--- src/rtl/wcap_pkg.sv ---
package wcap_pkg;

    // Default geometry of the capture block.
    localparam int unsigned DEF_NUM_CH  = 4;
    localparam int unsigned DEF_SMP_W   = 24;
    localparam int unsigned DEF_WORD_W  = 32;
    localparam int unsigned DEF_RDY_BIT = 17;

    // Kind of register selected by a word address.
    typedef enum logic [1:0] {
        RK_SAMPLE = 2'd0,
        RK_STATUS = 2'd1,
        RK_MASK   = 2'd2,
        RK_NONE   = 2'd3
    } reg_kind_e;

    // Decoded register access carried between the decode and the consumers.
    typedef struct packed {
        reg_kind_e kind;
        logic      wr;
        logic      rd;
    } reg_access_t;

    // Samples occupy the first n words, then status, then mask.
    function automatic reg_kind_e kind_of(input logic [31:0] a, input int unsigned n);
        if (a < n)            return RK_SAMPLE;
        else if (a == n)      return RK_STATUS;
        else if (a == n + 1)  return RK_MASK;
        else                  return RK_NONE;
    endfunction

endpackage

--- src/rtl/wcap_sample_bank.sv ---
module wcap_sample_bank #(
    parameter int unsigned NUM_CH = wcap_pkg::DEF_NUM_CH,
    parameter int unsigned SMP_W  = wcap_pkg::DEF_SMP_W
) (
    input  logic                     clk,
    input  logic                     rst,
    input  logic                     strobe,
    input  logic [NUM_CH*SMP_W-1:0]  din,
    output logic [NUM_CH*SMP_W-1:0]  held
);

    // One holding register per channel, all loaded from the shared strobe.
    for (genvar c = 0; c < NUM_CH; c++) begin : g_ch
        always_ff @(posedge clk) begin
            if (rst) begin
                held[c*SMP_W +: SMP_W] <= '0;
            end else if (strobe) begin
                held[c*SMP_W +: SMP_W] <= din[c*SMP_W +: SMP_W];
            end
        end
    end

    // the whole set follows the input bus of the strobe cycle
    a_r2_coherent_load: assert property (@(posedge clk) disable iff (rst)
        strobe |=> (held == $past(din)));

    // no strobe, no change
    a_r3_hold_idle: assert property (@(posedge clk) disable iff (rst)
        !strobe |=> $stable(held));

endmodule

--- src/rtl/wcap_status_irq.sv ---
module wcap_status_irq (
    input  logic clk,
    input  logic rst,
    input  logic strobe,
    input  logic clr_req,
    input  logic mask_we,
    input  logic mask_wbit,
    output logic flag,
    output logic mask,
    output logic irq_n
);

    // Sticky ready flag: a new capture outranks a clear in the same cycle.
    always_ff @(posedge clk) begin
        if (rst) begin
            flag <= 1'b0;
        end else if (strobe) begin
            flag <= 1'b1;
        end else if (clr_req) begin
            flag <= 1'b0;
        end
    end

    always_ff @(posedge clk) begin
        if (rst) begin
            mask <= 1'b0;
        end else if (mask_we) begin
            mask <= mask_wbit;
        end
    end

    always_ff @(posedge clk) begin
        if (rst) begin
            irq_n <= 1'b1;
        end else begin
            irq_n <= ~(flag & mask);
        end
    end

    // a capture always leaves the flag set
    a_r5_set_on_strobe: assert property (@(posedge clk) disable iff (rst)
        strobe |=> flag);

    // the flag only falls through an explicit clear
    a_r5_sticky: assert property (@(posedge clk) disable iff (rst)
        (flag && !clr_req) |=> flag);

    // clear without a competing capture empties the flag
    a_r6_clear: assert property (@(posedge clk) disable iff (rst)
        (clr_req && !strobe) |=> !flag);

    // the mask moves only on its own write
    a_r7_mask_stable: assert property (@(posedge clk) disable iff (rst)
        !mask_we |=> $stable(mask));

    // interrupt follows the enabled flag one edge later
    a_r8_irq_assert: assert property (@(posedge clk) disable iff (rst)
        (flag && mask) |=> !irq_n);

    a_r8_irq_release: assert property (@(posedge clk) disable iff (rst)
        !(flag && mask) |=> irq_n);

endmodule

--- src/rtl/wcap_read_port.sv ---
module wcap_read_port
    import wcap_pkg::*;
#(
    parameter int unsigned NUM_CH  = DEF_NUM_CH,
    parameter int unsigned SMP_W   = DEF_SMP_W,
    parameter int unsigned WORD_W  = DEF_WORD_W,
    parameter int unsigned RDY_BIT = DEF_RDY_BIT,
    parameter int unsigned ADDR_W  = 3
) (
    input  logic                     clk,
    input  logic                     rst,
    input  reg_access_t              acc,
    input  logic [ADDR_W-1:0]        addr,
    input  logic [NUM_CH*SMP_W-1:0]  held,
    input  logic                     flag,
    input  logic                     mask,
    output logic [WORD_W-1:0]        rdata
);

    localparam int unsigned EXT_W = WORD_W - SMP_W;

    logic [SMP_W-1:0]  picked;
    logic [WORD_W-1:0] word_nx;

    always_comb begin
        picked = '0;
        for (int c = 0; c < NUM_CH; c++) begin
            if (32'(addr) == 32'(c)) begin
                picked = held[c*SMP_W +: SMP_W];
            end
        end
    end

    always_comb begin
        word_nx = '0;
        unique case (acc.kind)
            RK_SAMPLE: word_nx = {{EXT_W{picked[SMP_W-1]}}, picked};
            RK_STATUS: word_nx[RDY_BIT] = flag;
            RK_MASK:   word_nx[RDY_BIT] = mask;
            default:   word_nx = '0;
        endcase
    end

    always_ff @(posedge clk) begin
        if (rst) begin
            rdata <= '0;
        end else if (acc.rd) begin
            rdata <= word_nx;
        end
    end

    // sample words carry the sign bit through the upper byte
    a_r4_sign_ext: assert property (@(posedge clk) disable iff (rst)
        (acc.rd && acc.kind == RK_SAMPLE) |=>
            (rdata[WORD_W-1:SMP_W] == {EXT_W{rdata[SMP_W-1]}}));

    // mask and status words use no bit but the ready position
    a_r7_single_bit: assert property (@(posedge clk) disable iff (rst)
        (acc.rd && (acc.kind == RK_MASK || acc.kind == RK_STATUS)) |=>
            ((rdata & ~(WORD_W'(1) << RDY_BIT)) == '0));

    // unmapped words read zero
    a_r9_unmapped_zero: assert property (@(posedge clk) disable iff (rst)
        (acc.rd && acc.kind == RK_NONE) |=> (rdata == '0));

    // data holds between reads
    a_r4_hold: assert property (@(posedge clk) disable iff (rst)
        !acc.rd |=> $stable(rdata));

endmodule

--- src/rtl/wave_capture.sv ---
module wave_capture
    import wcap_pkg::*;
#(
    parameter int unsigned NUM_CH  = DEF_NUM_CH,
    parameter int unsigned SMP_W   = DEF_SMP_W,
    parameter int unsigned WORD_W  = DEF_WORD_W,
    parameter int unsigned RDY_BIT = DEF_RDY_BIT,
    localparam int unsigned ADDR_W = $clog2(NUM_CH + 2),
    localparam int unsigned BUS_W  = NUM_CH * SMP_W
) (
    input  logic              clk,
    input  logic              rst,
    input  logic              smp_strobe,
    input  logic [BUS_W-1:0]  smp_bus,
    input  logic              reg_wr_en,
    input  logic              reg_rd_en,
    input  logic [ADDR_W-1:0] reg_addr,
    input  logic [WORD_W-1:0] reg_wdata,
    output logic [WORD_W-1:0] reg_rdata,
    output logic              irq_n
);

    reg_access_t       acc;
    logic [BUS_W-1:0]  held;
    logic              flag;
    logic              mask;
    logic              clr_req;
    logic              mask_we;

    always_comb begin
        acc.kind = kind_of(32'(reg_addr), NUM_CH);
        acc.wr   = reg_wr_en;
        acc.rd   = reg_rd_en;
    end

    // Only status and mask accept writes; everything else drops them.
    assign clr_req = acc.wr && (acc.kind == RK_STATUS) && reg_wdata[RDY_BIT];
    assign mask_we = acc.wr && (acc.kind == RK_MASK);

    wcap_sample_bank #(
        .NUM_CH (NUM_CH),
        .SMP_W  (SMP_W)
    ) u_bank (
        .clk    (clk),
        .rst    (rst),
        .strobe (smp_strobe),
        .din    (smp_bus),
        .held   (held)
    );

    wcap_status_irq u_stat (
        .clk       (clk),
        .rst       (rst),
        .strobe    (smp_strobe),
        .clr_req   (clr_req),
        .mask_we   (mask_we),
        .mask_wbit (reg_wdata[RDY_BIT]),
        .flag      (flag),
        .mask      (mask),
        .irq_n     (irq_n)
    );

    wcap_read_port #(
        .NUM_CH  (NUM_CH),
        .SMP_W   (SMP_W),
        .WORD_W  (WORD_W),
        .RDY_BIT (RDY_BIT),
        .ADDR_W  (ADDR_W)
    ) u_rd (
        .clk   (clk),
        .rst   (rst),
        .acc   (acc),
        .addr  (reg_addr),
        .held  (held),
        .flag  (flag),
        .mask  (mask),
        .rdata (reg_rdata)
    );

    // a write aimed at a sample word leaves the snapshot alone
    a_r9_sample_write_ignored: assert property (@(posedge clk) disable iff (rst)
        (acc.wr && acc.kind == RK_SAMPLE && !smp_strobe) |=> $stable(held));

endmodule

--- config.mk ---
export PLATFORM = sky130hd
export DESIGN_NAME = wave_capture
export DESIGN_NICKNAME = d
export VERILOG_FILES = /design/src/rtl/wcap_pkg.sv /design/src/rtl/wcap_sample_bank.sv /design/src/rtl/wcap_status_irq.sv /design/src/rtl/wcap_read_port.sv /design/src/rtl/wave_capture.sv
export SDC_FILE = /design/constraint.sdc
export NUM_CORES = 1
export LEC_CHECK = 0
export BUFFER_PORTS_ARGS = -buffer_cell sky130_fd_sc_hd__buf_2
export CORE_ASPECT_RATIO = 0.7
export CORE_MARGIN = 2
export CORE_UTILIZATION = 40
export DETAILED_ROUTE_END_ITERATION = 12
export PLACE_DENSITY = 0.66
export SYNTH_ARGS = -nofsm -noshare
export SYNTH_HDL_FRONTEND = slang
export SYNTH_HIERARCHICAL = 1
export SYNTH_SLANG_ARGS = --single-unit
--- constraint.sdc ---
create_clock -name clk -period 1.7 [get_ports clk]
set_input_delay 0.085 -clock clk [delete_from_list [all_inputs] [get_ports clk]]
set_output_delay 0.085 -clock clk [all_outputs]
set_load 0.1 [all_outputs]
**Word-level counts from Yosys, hierarchy flattened**

Index checks and enable logic that the tools add are counted.

- Magnitude comparators: 1
- Equal/unequal tests: 7
- Muxes and demuxes: 12
- Bitwise operators: 2
- Reduce and logical (&&, ||, !) cells: 6

Operator list:

| kind | count |
|---|---|
| 24-bit two-way mux | 4 |
| 17-bit two-way mux | 1 |
| 14-bit two-way mux | 1 |
| 3-bit by 2-bit equality test with 1-bit output (second input constant) | 2 |
| 3-bit equality test (second input constant) | 2 |
| 2-bit two-way mux | 2 |
| 3-bit by 1-bit equality test with 1-bit output (second input constant) | 1 |
| 1-bit logical AND | 3 |
| 3-bit logical NOT | 1 |
| 3-bit < comparator (second input constant) | 1 |
| 1-bit two-way mux | 3 |
| 1-bit case mux with 3 select lines | 1 |
| 2-bit by 1-bit equality test with 1-bit output (second input constant) | 1 |
| 2-bit equality test (second input constant) | 1 |
| 2-bit logical NOT | 1 |
| 2-bit nonzero test | 1 |
| 1-bit AND | 1 |
| 1-bit NOT | 1 |

- Register bits: 131
- Bits of input ports: 136
- Output and inout bits: 33
- Logic and storage cells: 36

**Longest topological paths before layout**

Gate-level depths: netlist of the first run.

- Word-level depth: 9
- Mapped depth: 6
- Depth with buffers taken out: 5

**Cells and area by module**

Netlist of the first run, hierarchy kept.

By module, submodules not included:

| module | instances | cells an instance | area an instance (µm²) | sequential area each (µm²) |
|---|---|---|---|---|
| wcap_sample_bank | 1 | 310 | 3429.5 | 1921.8 |
| wcap_read_port | 1 | 172 | 1572.8 | 480.5 |
| wcap_status_irq | 1 | 9 | 100.1 | 60.1 |
| wave_capture | 1 | 6 | 55.1 | 0.0 |

**Least setup slack after synthesis of the first run**

No wires, ideal clock.

- Path kind: register -> output
- Start point: reg, netlist name u_rd/rdata[30]
- End point: out reg_rdata[24]
- Arrival time: 1.499 ns
- Required time: 1.615 ns
- Setup slack: 0.116 ns
- Cell stages (with the launch flop): 2
- Path buffers: 1
- Path through: dfxtp_1 buf_4

RTL lines:

| item | RTL line | source |
|---|---|---|
| to (decl) | wave_capture.sv:19 | `output logic [WORD_W-1:0] reg_rdata,` |

==> qor.txt, run 1 <==
Global Route Usage Sum -> 0.2075
list of most frequent post-synthesis cells -> dfxtp_1 (123), nor2_1 (123), mux2i_1 (97)
share of cells above drive strength 1 -> 0.3165
Pleak -> 3.529 nW
Period minus WS final -> 1.453 ns
FF-to-FF path depth -> 2
Final setup viols -> 0
IO Pins -> 169
Worst Setup End Kind -> output pin
Buf/Inv on CP -> 1
Placed Instances -> 767
syn_nets -> 633
I/O Buffers -> 137
Hold Crit Class -> input port to flip-flop
area leader, netlist -> dfxtp_1
sw frac -> 0.2376
status -> finished, final reports clean
CP Launch Type -> flip-flop
synth top area cells -> dfxtp_1 (48%), mux2i_1 (19%), nor2_1 (9.0%)
worst IR drop on VDD -> 0.6718 mV
ys async rst share -> 0
cts repair resizes -> 0
RR Endpoint -> u_rd/rdata[17]
Root Driver -> clkbuf_16
critical path, cell by cell -> buf_2
CP Capture Point -> reg_rdata[27]
Worst path max stage delay -> 0.49 ns
post-route cell area -> 7452 um2
Seq/Total Area, Yosys -> 0.4774
GR Overflow Total -> 0
Reg clk slew, reported paths -> 0.05 ns
Final nets -> 857
CP Launch Point -> u_rd/rdata[30]
Crit Reg-Reg Startpoint -> u_bank/held[65]
RSZ-0062 raised after global routing -> false
clk buf depth -> 2
reg2reg setup slack -> 0.58 ns
post-route ant nets -> 0
total core area -> 12,510 um2
CTS tree -> built
total stage count of the critical path -> 1
Post-synth top flop -> dfxtp_1
fmax -> 0.6884 GHz
Detail Placement HPWL -> 8.722 mm
Row Count -> 34
Ys Warns -> 6
Final period util -> 0.8545
Mapped Cells -> 497
GPL Wtd Cong -> 0.7511
DRC Markers -> 0
Placed Area -> 5897 um2
n_diodes -> 0
Post-Route WL -> 14.05 mm
largest net degree at the start of global routing -> 53
Post-Syn Area -> 5157 um2
area grow syn2layout -> 44.49%
Crit Path Class -> flip-flop to output pin
max_cap viols -> 0
crit path max fanout -> 10
Initial DRC Count -> 162
Die W -> 139.7 um
initial antenna violation count -> 0
CP delay by family, top -> buffers and inverters
H-tree depth -> 4
Initial Util -> 0.4124
EDFF count, synth -> 0
sequential fraction of design power -> 0.403
DR WL/cell -> 15.69 um
Worst-Margin Slew -> 0.5690 ns
Arrival @ worst endpoint -> 1.37 ns
CTS Buf Count -> 17
fin cells -> 895
CTS Sinks -> 123
Clock Skews -> 0.005647 ns
post-synth top area share -> 0.4774
synthesized area per cell -> 10.38 um2
worst endpoint required time -> 1.62 ns
Vias/cell -> 4.842
global-route wire length before repair -> 22.83 mm
fin. max-slew vios -> 0
Worst path slowest cell -> buf_2
Int Pwr -> 5.893 mW
die area -> 13,830 um2
clock share of power -> 0.463
setup_tns -> 0 ns
#FFs+latches synth -> 123
Yosys cell types -> 28
vias in the first global route -> 4,652
1st-pass router iterations -> 4
Final Hold Fails -> 0
NetSw -> 1.836 mW
filler cell count in the final layout -> 1,064
Comb power frac -> 0.133
Vias -> 4,334
Clk Latency, worst-skew pair -> 0.41 ns
pwr dens -> 1037 nW/um2
Slew headroom -> 0.6207
die height -> 99.01 um
Design Power -> 7.729 mW
## power by group through the flow
stage	logic [mW]	clock network, mW	registers (mW)
6_report	1.03	3.58	3.12
5_1_grt	1.11	3.78	3.13
4_1_cts	1.02	3.65	3.12
3_5_place_dp	0.849	0	3.18
3_3_place_gp	0.831	0	3.17
2_1_floorplan	0.515	0	3.25
## cell families (layout without fill, tap and decap cells)
logic type	Yosys count	in the layout	synth area share
mux	121	121	0.2428
simple gates	156	156	0.1252
compound gates	51	51	0.08879
flops	123	123	0.4774
buf+inv	46	282	0.06575
## what timing repair did
action | CTS | global route
hold buffers | 97 | 0
endpoints found under the hold margin | 97 | 0
setup buffers | 0 | 0
## layer usage
metal,global-route usage,routed length (um),vias to the layer above
met2,0.3456,6590,132
met5,0,0,-
met4,0.06231,111,0
li1,-,-,2147
met1,0.2726,6556,2042
met3,0.04470,787,13
## cell usage in the layout, fill, tap and decap left out
cell and count:
mux4_2 1, nand3b_2 1, nand2b_1 2, buf_12 5, buf_4 12, mux2_2 23
bufinv_16 3, clkbuf_8 2, dfxtp_1 123, clkbuf_1 3, inv_1 2, o21a_1 2
nor2_1 122, nor3b_2 1, o31ai_1 3, a21oi_2 1, nand2_2 1, o31ai_2 20
dlygate4sd3_1 97, mux2i_1 97, a31o_2 1, nor2_2 1, buf_2 135, clkbuf_16 17
o22ai_1 23, nand2_1 23, nand3b_1 3, clkinv_2 6, nor4_2 1, nand3b_4 1
a311oi_1 1
## worst reg2reg max path: cells and delay by family, from the launching register on
kind	cells	cell delay, ns
flip-flops	1	0.31
AO/OA/AOI/OAI	1	0.25
multiplexers	1	0.45
## sequential cells by signal, summed over array words and instances (netlist names)
register / flops
u_bank/held: 96
u_stat/mask: 1
u_stat/flag: 1
u_stat/irq_n: 1
u_rd/rdata: 24
## cell type report
type	instances	area [um2]	share of cell area
Sequential cell	123	2462	0.3304
Multi-Input combinational cell	328	2359	0.3165
Timing Repair Buffer	249	1837	0.2465
Clock inverter	9	120.1	0.01612
Inverter	2	7.507	0.001007
Clock buffer	22	464.2	0.06229
Tap cell	162	202.7	0.02720
## metrics by stage
| step | util | setup slack [ns] | hold WS [ns] |
|---|---|---|---|
| floorplan | - | 0.1161 | 0.1474 |
| global placement | 0.4715 | 0.2081 | 0.3189 |
| detailed placement | 0.4715 | 0.1501 | 0.3264 |
| CTS | 0.5958 | 0.2306 | 0.0008979 |
| global route | 0.5958 | 0.1672 | 0.006143 |
| finish | 0.5958 | 0.2474 | 0.01902 |
## how the worst min path moves through the flow
| stage | start | endpoint | slack [ns] | depth (start not counted) |
|---|---|---|---|---|
| 2_1_floorplan | rst | u_stat/flag | 0.15 | 1 |
| 3_3_place_gp | smp_bus[65] | u_bank/held[65] | 0.32 | 3 |
| 3_5_place_dp | smp_bus[93] | u_bank/held[93] | 0.33 | 3 |
| 4_1_cts | reg_rd_en | u_rd/rdata[17] | 0.0009 | 2 |
| 5_1_grt | reg_rd_en | u_rd/rdata[17] | 0.006 | 2 |
| 6_report | reg_rd_en | u_rd/rdata[17] | 0.02 | 2 |
(Power assumes the default switching activity.)
==> inputs of run 2 (changes only) <==
--- a/config.mk
+++ b/config.mk
@@ -10,6 +10,7 @@
 export CORE_MARGIN = 2
 export CORE_UTILIZATION = 40
 export DETAILED_ROUTE_END_ITERATION = 12
+export HOLD_SLACK_MARGIN = 0.05
 export PLACE_DENSITY = 0.66
 export SYNTH_ARGS = -nofsm -noshare
 export SYNTH_HDL_FRONTEND = slang
==> run 2 against run 1 <==
Against the previous run:
- flip-flop and latch count did not move
- largest power group unchanged
- combinational power barely moved
- largest cell class unchanged
- via count rose by 0.55%
==> qor.txt, run 2 (synthesis results as in run 1) <==
status -> finished, final reports clean
Arrival @ worst endpoint -> 1.37 ns
DRC Markers -> 0
die height -> 99.01 um
Final nets -> 858
FF-to-FF path depth -> 2
H-tree depth -> 4
Initial Util -> 0.4124
WL met1 -> 6.681 mm
Hold Crit Class -> input port to flip-flop
Vias -> 4,358
Detail Placement HPWL -> 8.722 mm
global-route wire length before repair -> 23.00 mm
Slew headroom -> 0.6168
reg2reg setup slack -> 0.58 ns
Buf/Inv on CP -> 1
Finished Core Util -> 0.5966
total core area -> 12,510 um2
Final period util -> 0.8549
clk buf depth -> 2
share of cells above drive strength 1 -> 0.3161
GR Overflow Total -> 0
Period minus WS final -> 1.453 ns
post-route cell area -> 7462 um2
1st-pass router iterations -> 4
CTS tree -> built
NetSw -> 1.835 mW
Initial DRC Count -> 181
top sig layer -> met4
max reg flops -> 96
max_cap viols -> 0
fin. max-slew vios -> 0
initial antenna violation count -> 0
Regs by FF count -> u_bank/held x96, u_rd/rdata x24
Placed Area -> 5897 um2
Crit Path Class -> flip-flop to output pin
vias in the first global route -> 4,649
Post-Route WL -> 14.14 mm
sequential fraction of design power -> 0.403
clock share of power -> 0.463
sw frac -> 0.2374
Die W -> 139.7 um
Comb power frac -> 0.134
Final Hold Fails -> 0
Worst-Margin Slew -> 0.5748 ns
RSZ-0062 raised after global routing -> false
Worst path max stage delay -> 0.49 ns
met2 WL -> 6.685 mm
Hold Path Stages -> 3
CTS Buf Count -> 17
CP Launch Type -> flip-flop
setup bufs post-CTS -> 0
Worst Setup End Kind -> output pin
CP delay by family, top -> buffers and inverters
pwr dens -> 1036 nW/um2
Crit Reg-Reg Startpoint -> u_bank/held[89]
Reg clk slew, reported paths -> 0.05 ns
worst endpoint required time -> 1.62 ns
area grow syn2layout -> 44.69%
Pleak -> 3.533 nW
Clk Latency, worst-skew pair -> 0.41 ns
Row Count -> 34
DR WL/cell -> 15.78 um
commonest non-fill, non-tap cell in the layout -> buf_2
CTS Sinks -> 123
Top reg by flops -> u_bank/held
n_diodes -> 0
Final setup viols -> 0
Clock Skews -> 0.005087 ns
post-route ant nets -> 0
setup_tns -> 0 ns
largest net degree at the start of global routing -> 53
critical path, cell by cell -> buf_2
hold path start -> rst
die area -> 13,830 um2
most frequent cells in the layout -> buf_2 (135), dfxtp_1 (123), nor2_1 (122), dlygate4sd3_1 (98), mux2i_1 (97)
I/O Buffers -> 137
WL met3 -> 681 um
Int Pwr -> 5.895 mW
crit path max fanout -> 10
Global Route Usage Sum -> 0.2093
filler cell count in the final layout -> 1,066
RR Endpoint -> u_rd/rdata[17]
GPL Wtd Cong -> 0.7511
Worst path slowest cell -> buf_2
Hold Slack -> 0.1186 ns
Root Driver -> clkbuf_16
IO Pins -> 169
fmax -> 0.6881 GHz
worst-case hold path end point -> u_rd/rdata[17]
worst IR drop on VDD -> 0.6669 mV
Vias/cell -> 4.864
## run 2: changes by cell type in the layout (fill, tap and decap cells not counted), sizes merged
cell / before / now
dlygate4sd3: 97 / 98
## run 2: layout make-up
class,count,area [um2],share of cell area
Sequential cell,123,2462,0.3300
Timing Repair Buffer,250,1847,0.2475
Clock buffer,22,464.2,0.06221
Multi-Input combinational cell,328,2359,0.3161
Inverter,2,7.507,0.001006
Tap cell,162,202.7,0.02716
Clock inverter,9,120.1,0.01610
## run 2: through the flow
stage / cells / setup WS (ns) / total power, mW
final: 896 / 0.2467 / 7.730
after global routing: 896 / 0.1672 / 8.025
after CTS: 896 / 0.2306 / 7.786
after detailed placement: 767 / 0.1501 / 4.024
after global placement: 767 / 0.2081 / 3.998
after floorplan: 497 / 0.1161 / 3.768
## run 2: worst min-delay path, stage by stage
cell and delay (ns):
buf_4 0.11, nor4_2 0.05, a31o_2 0.22
## run 2: what timing repair did
action / in CTS / in global routing
hold endpoints to repair: 98 / 0
gates resized for setup: 0 / 0
hold buffers: 98 / 0
## run 2: how the worst max path moves through the flow
stage / start / cells past startpoint / to / slack, ns
floorplan: u_rd/rdata[30] / 1 / reg_rdata[24] / 0.12
global placement: reg_addr[0] / 6 / u_rd/rdata[3] / 0.21
detailed placement: reg_addr[0] / 6 / u_rd/rdata[2] / 0.15
CTS: u_rd/rdata[30] / 1 / reg_rdata[25] / 0.23
global route: u_rd/rdata[30] / 1 / reg_rdata[27] / 0.17
finish: u_rd/rdata[30] / 1 / reg_rdata[27] / 0.25
## run 2: power groups by stage
stage,Combinational [mW],Clock [mW],Sequential (mW)
detailed placement,0.849,0,3.18
finish,1.03,3.58,3.12
global route,1.12,3.78,3.13
floorplan,0.515,0,3.25
global placement,0.831,0,3.17
CTS,1.02,3.65,3.12
## run 2: metal layers
layer,track usage,vias up
met2,0.3508,118
met3,0.04422,10
li1,-,2153
met1,0.2740,2077
met5,0,-
met4,0.06231,0
==> inputs of run 3 (changes only) <==
--- a/config.mk
+++ b/config.mk
@@ -5,9 +5,10 @@
 export SDC_FILE = /design/constraint.sdc
 export NUM_CORES = 1
 export LEC_CHECK = 0
+export ABC_CLOCK_PERIOD_IN_PS = 1700
 export BUFFER_PORTS_ARGS = -buffer_cell sky130_fd_sc_hd__buf_2
 export CORE_ASPECT_RATIO = 0.7
-export CORE_MARGIN = 2
+export CORE_MARGIN = 5
 export CORE_UTILIZATION = 40
 export DETAILED_ROUTE_END_ITERATION = 12
 export HOLD_SLACK_MARGIN = 0.05
==> run 3 against run 2 <==
Against the previous run:
- first-iteration DRC count is 17% higher
- count of clock-buffer cells in the layout is 2 higher
- wire length is 2.4% higher
- largest cell class unchanged
- setup slack better by 0.028 ns
- hold slack worse by 0.012 ns
==> qor.txt, run 3 (synthesis results as in run 1) <==
status -> finished, final reports clean
GR Overflow Total -> 0
Period minus WS final -> 1.425 ns
Clk Latency, worst-skew pair -> 0.40 ns
WL met1 -> 6.256 mm
critical path, cell by cell -> buf_2
post-route ant nets -> 0
Reg clk slew, reported paths -> 0.05 ns
setup bufs post-CTS -> 0
sequential fraction of design power -> 0.404
Pleak -> 3.506 nW
share of cells above drive strength 1 -> 0.3151
area grow syn2layout -> 44.01%
RSZ-0062 raised after global routing -> false
post-route cell area -> 7427 um2
Detail Placement HPWL -> 9.080 mm
Initial Util -> 0.4124
fin. max-slew vios -> 0
max reg flops -> 96
Hold Slack -> 0.1065 ns
Clock Skews -> 0.006801 ns
Int Pwr -> 5.898 mW
crit path max fanout -> 10
CP delay by family, top -> buffers and inverters
fmax -> 0.7018 GHz
DRC Markers -> 0
Worst-Margin Slew -> 0.5190 ns
largest net degree at the start of global routing -> 45
met2 WL -> 6.956 mm
top sig layer -> met4
Vias/cell -> 4.908
Arrival @ worst endpoint -> 1.34 ns
Vias -> 4,378
Global Route Usage Sum -> 0.1887
worst IR drop on VDD -> 0.6674 mV
total core area -> 12,510 um2
n_diodes -> 0
max_cap viols -> 0
NetSw -> 1.827 mW
Crit Path Class -> flip-flop to output pin
commonest non-fill, non-tap cell in the layout -> buf_2
sw frac -> 0.2365
setup_tns -> 0 ns
1st-pass router iterations -> 4
worst endpoint required time -> 1.62 ns
Root Driver -> clkbuf_16
die height -> 105.0 um
die area -> 15,300 um2
Initial DRC Count -> 211
GPL Wtd Cong -> 0.7791
initial antenna violation count -> 0
Setup WS pre-CTS -> 0.2418 ns
vias in the first global route -> 4,669
IO Pins -> 169
Hold Crit Class -> input port to flip-flop
DR WL/cell -> 16.24 um
I/O Buffers -> 137
Final Hold Fails -> 0
CTS Buf Count -> 17
Row Count -> 34
H-tree depth -> 4
filler cell count in the final layout -> 1,026
Final nets -> 855
clock share of power -> 0.464
Post-Route WL -> 14.49 mm
pwr dens -> 1040 nW/um2
final setup margin -> 0.2751 ns
Top reg by flops -> u_bank/held
cts repair resizes -> 0
Slew headroom -> 0.6564
Final period util -> 0.8382
Worst path max stage delay -> 0.48 ns
Die W -> 145.7 um
Buf/Inv on CP -> 1
Post-CTS Hold Buffers -> 98
Final setup viols -> 0
Regs by FF count -> u_bank/held x96, u_rd/rdata x24
most frequent cells in the layout -> buf_2 (135), dfxtp_1 (123), nor2_1 (122), dlygate4sd3_1 (98), mux2i_1 (97)
CTS Sinks -> 123
CP Launch Type -> flip-flop
global-route wire length before repair -> 23.37 mm
Worst Setup End Kind -> output pin
Worst path slowest cell -> buf_2
WL met3 -> 1.045 mm
Placed Area -> 5849 um2
CTS tree -> built
Comb power frac -> 0.133
clk buf depth -> 2
Design Power -> 7.725 mW
==> run 3: cell types whose count changed in the layout (fill, tap and decap cells not counted) <==
cell / previous run / this run
clkinvlp_4: 0 / 2
clkinv_2: 6 / 2
bufinv_16: 3 / 2
clkbuf_1: 3 / 1
buf_4: 12 / 11
buf_12: 5 / 3
clkbuf_8: 2 / 6
==> run 3: worst paths after layout <==
kind / to / cells past startpoint / slack, ns / from
worst min register to register: u_rd/rdata[22] / 2 / 0.46 / u_rd/rdata[22]
worst max register to register: u_rd/rdata[17] / 2 / 0.56 / u_bank/held[89]
worst max-delay path: reg_rdata[23] / 1 / 0.28 / u_rd/rdata[30]
worst min-delay path: u_rd/rdata[17] / 3 / 0.11 / rst
==> run 3: metrics by stage <==
step	util	std cells
2_1_floorplan	-	497
4_1_cts	0.5938	892
5_1_grt	0.5938	892
3_5_place_dp	0.4677	764
3_3_place_gp	0.4677	764
6_report	0.5938	892
==> run 3: power by group through the flow <==
stage	Sequential, mW	Clock (mW)	Combinational (mW)
finish	3.12	3.58	1.02
global route	3.13	3.77	1.10
CTS	3.12	3.65	1.02
detailed placement	3.18	0	0.838
global placement	3.17	0	0.817
floorplan	3.25	0	0.515
==> run 3: metal layers <==
metal  vias to the layer above  global-route usage
li1                       2150                   -
met1                      2034              0.2273
met2                       169              0.3189
met3                        25             0.05755
met4                         0             0.06991
met5                         -                   0
==> run 3: area by class of cell <==
type                       count  area [um2]  area share
clock buffer                  24       511.7     0.06890
clock inverter                 6       85.08     0.01146
inverter                       2       7.507    0.001011
multi-input combinational    328        2359      0.3176
sequential                   123        2462      0.3315
tap                          162       202.7     0.02729
timing repair buffer         247        1799      0.2423
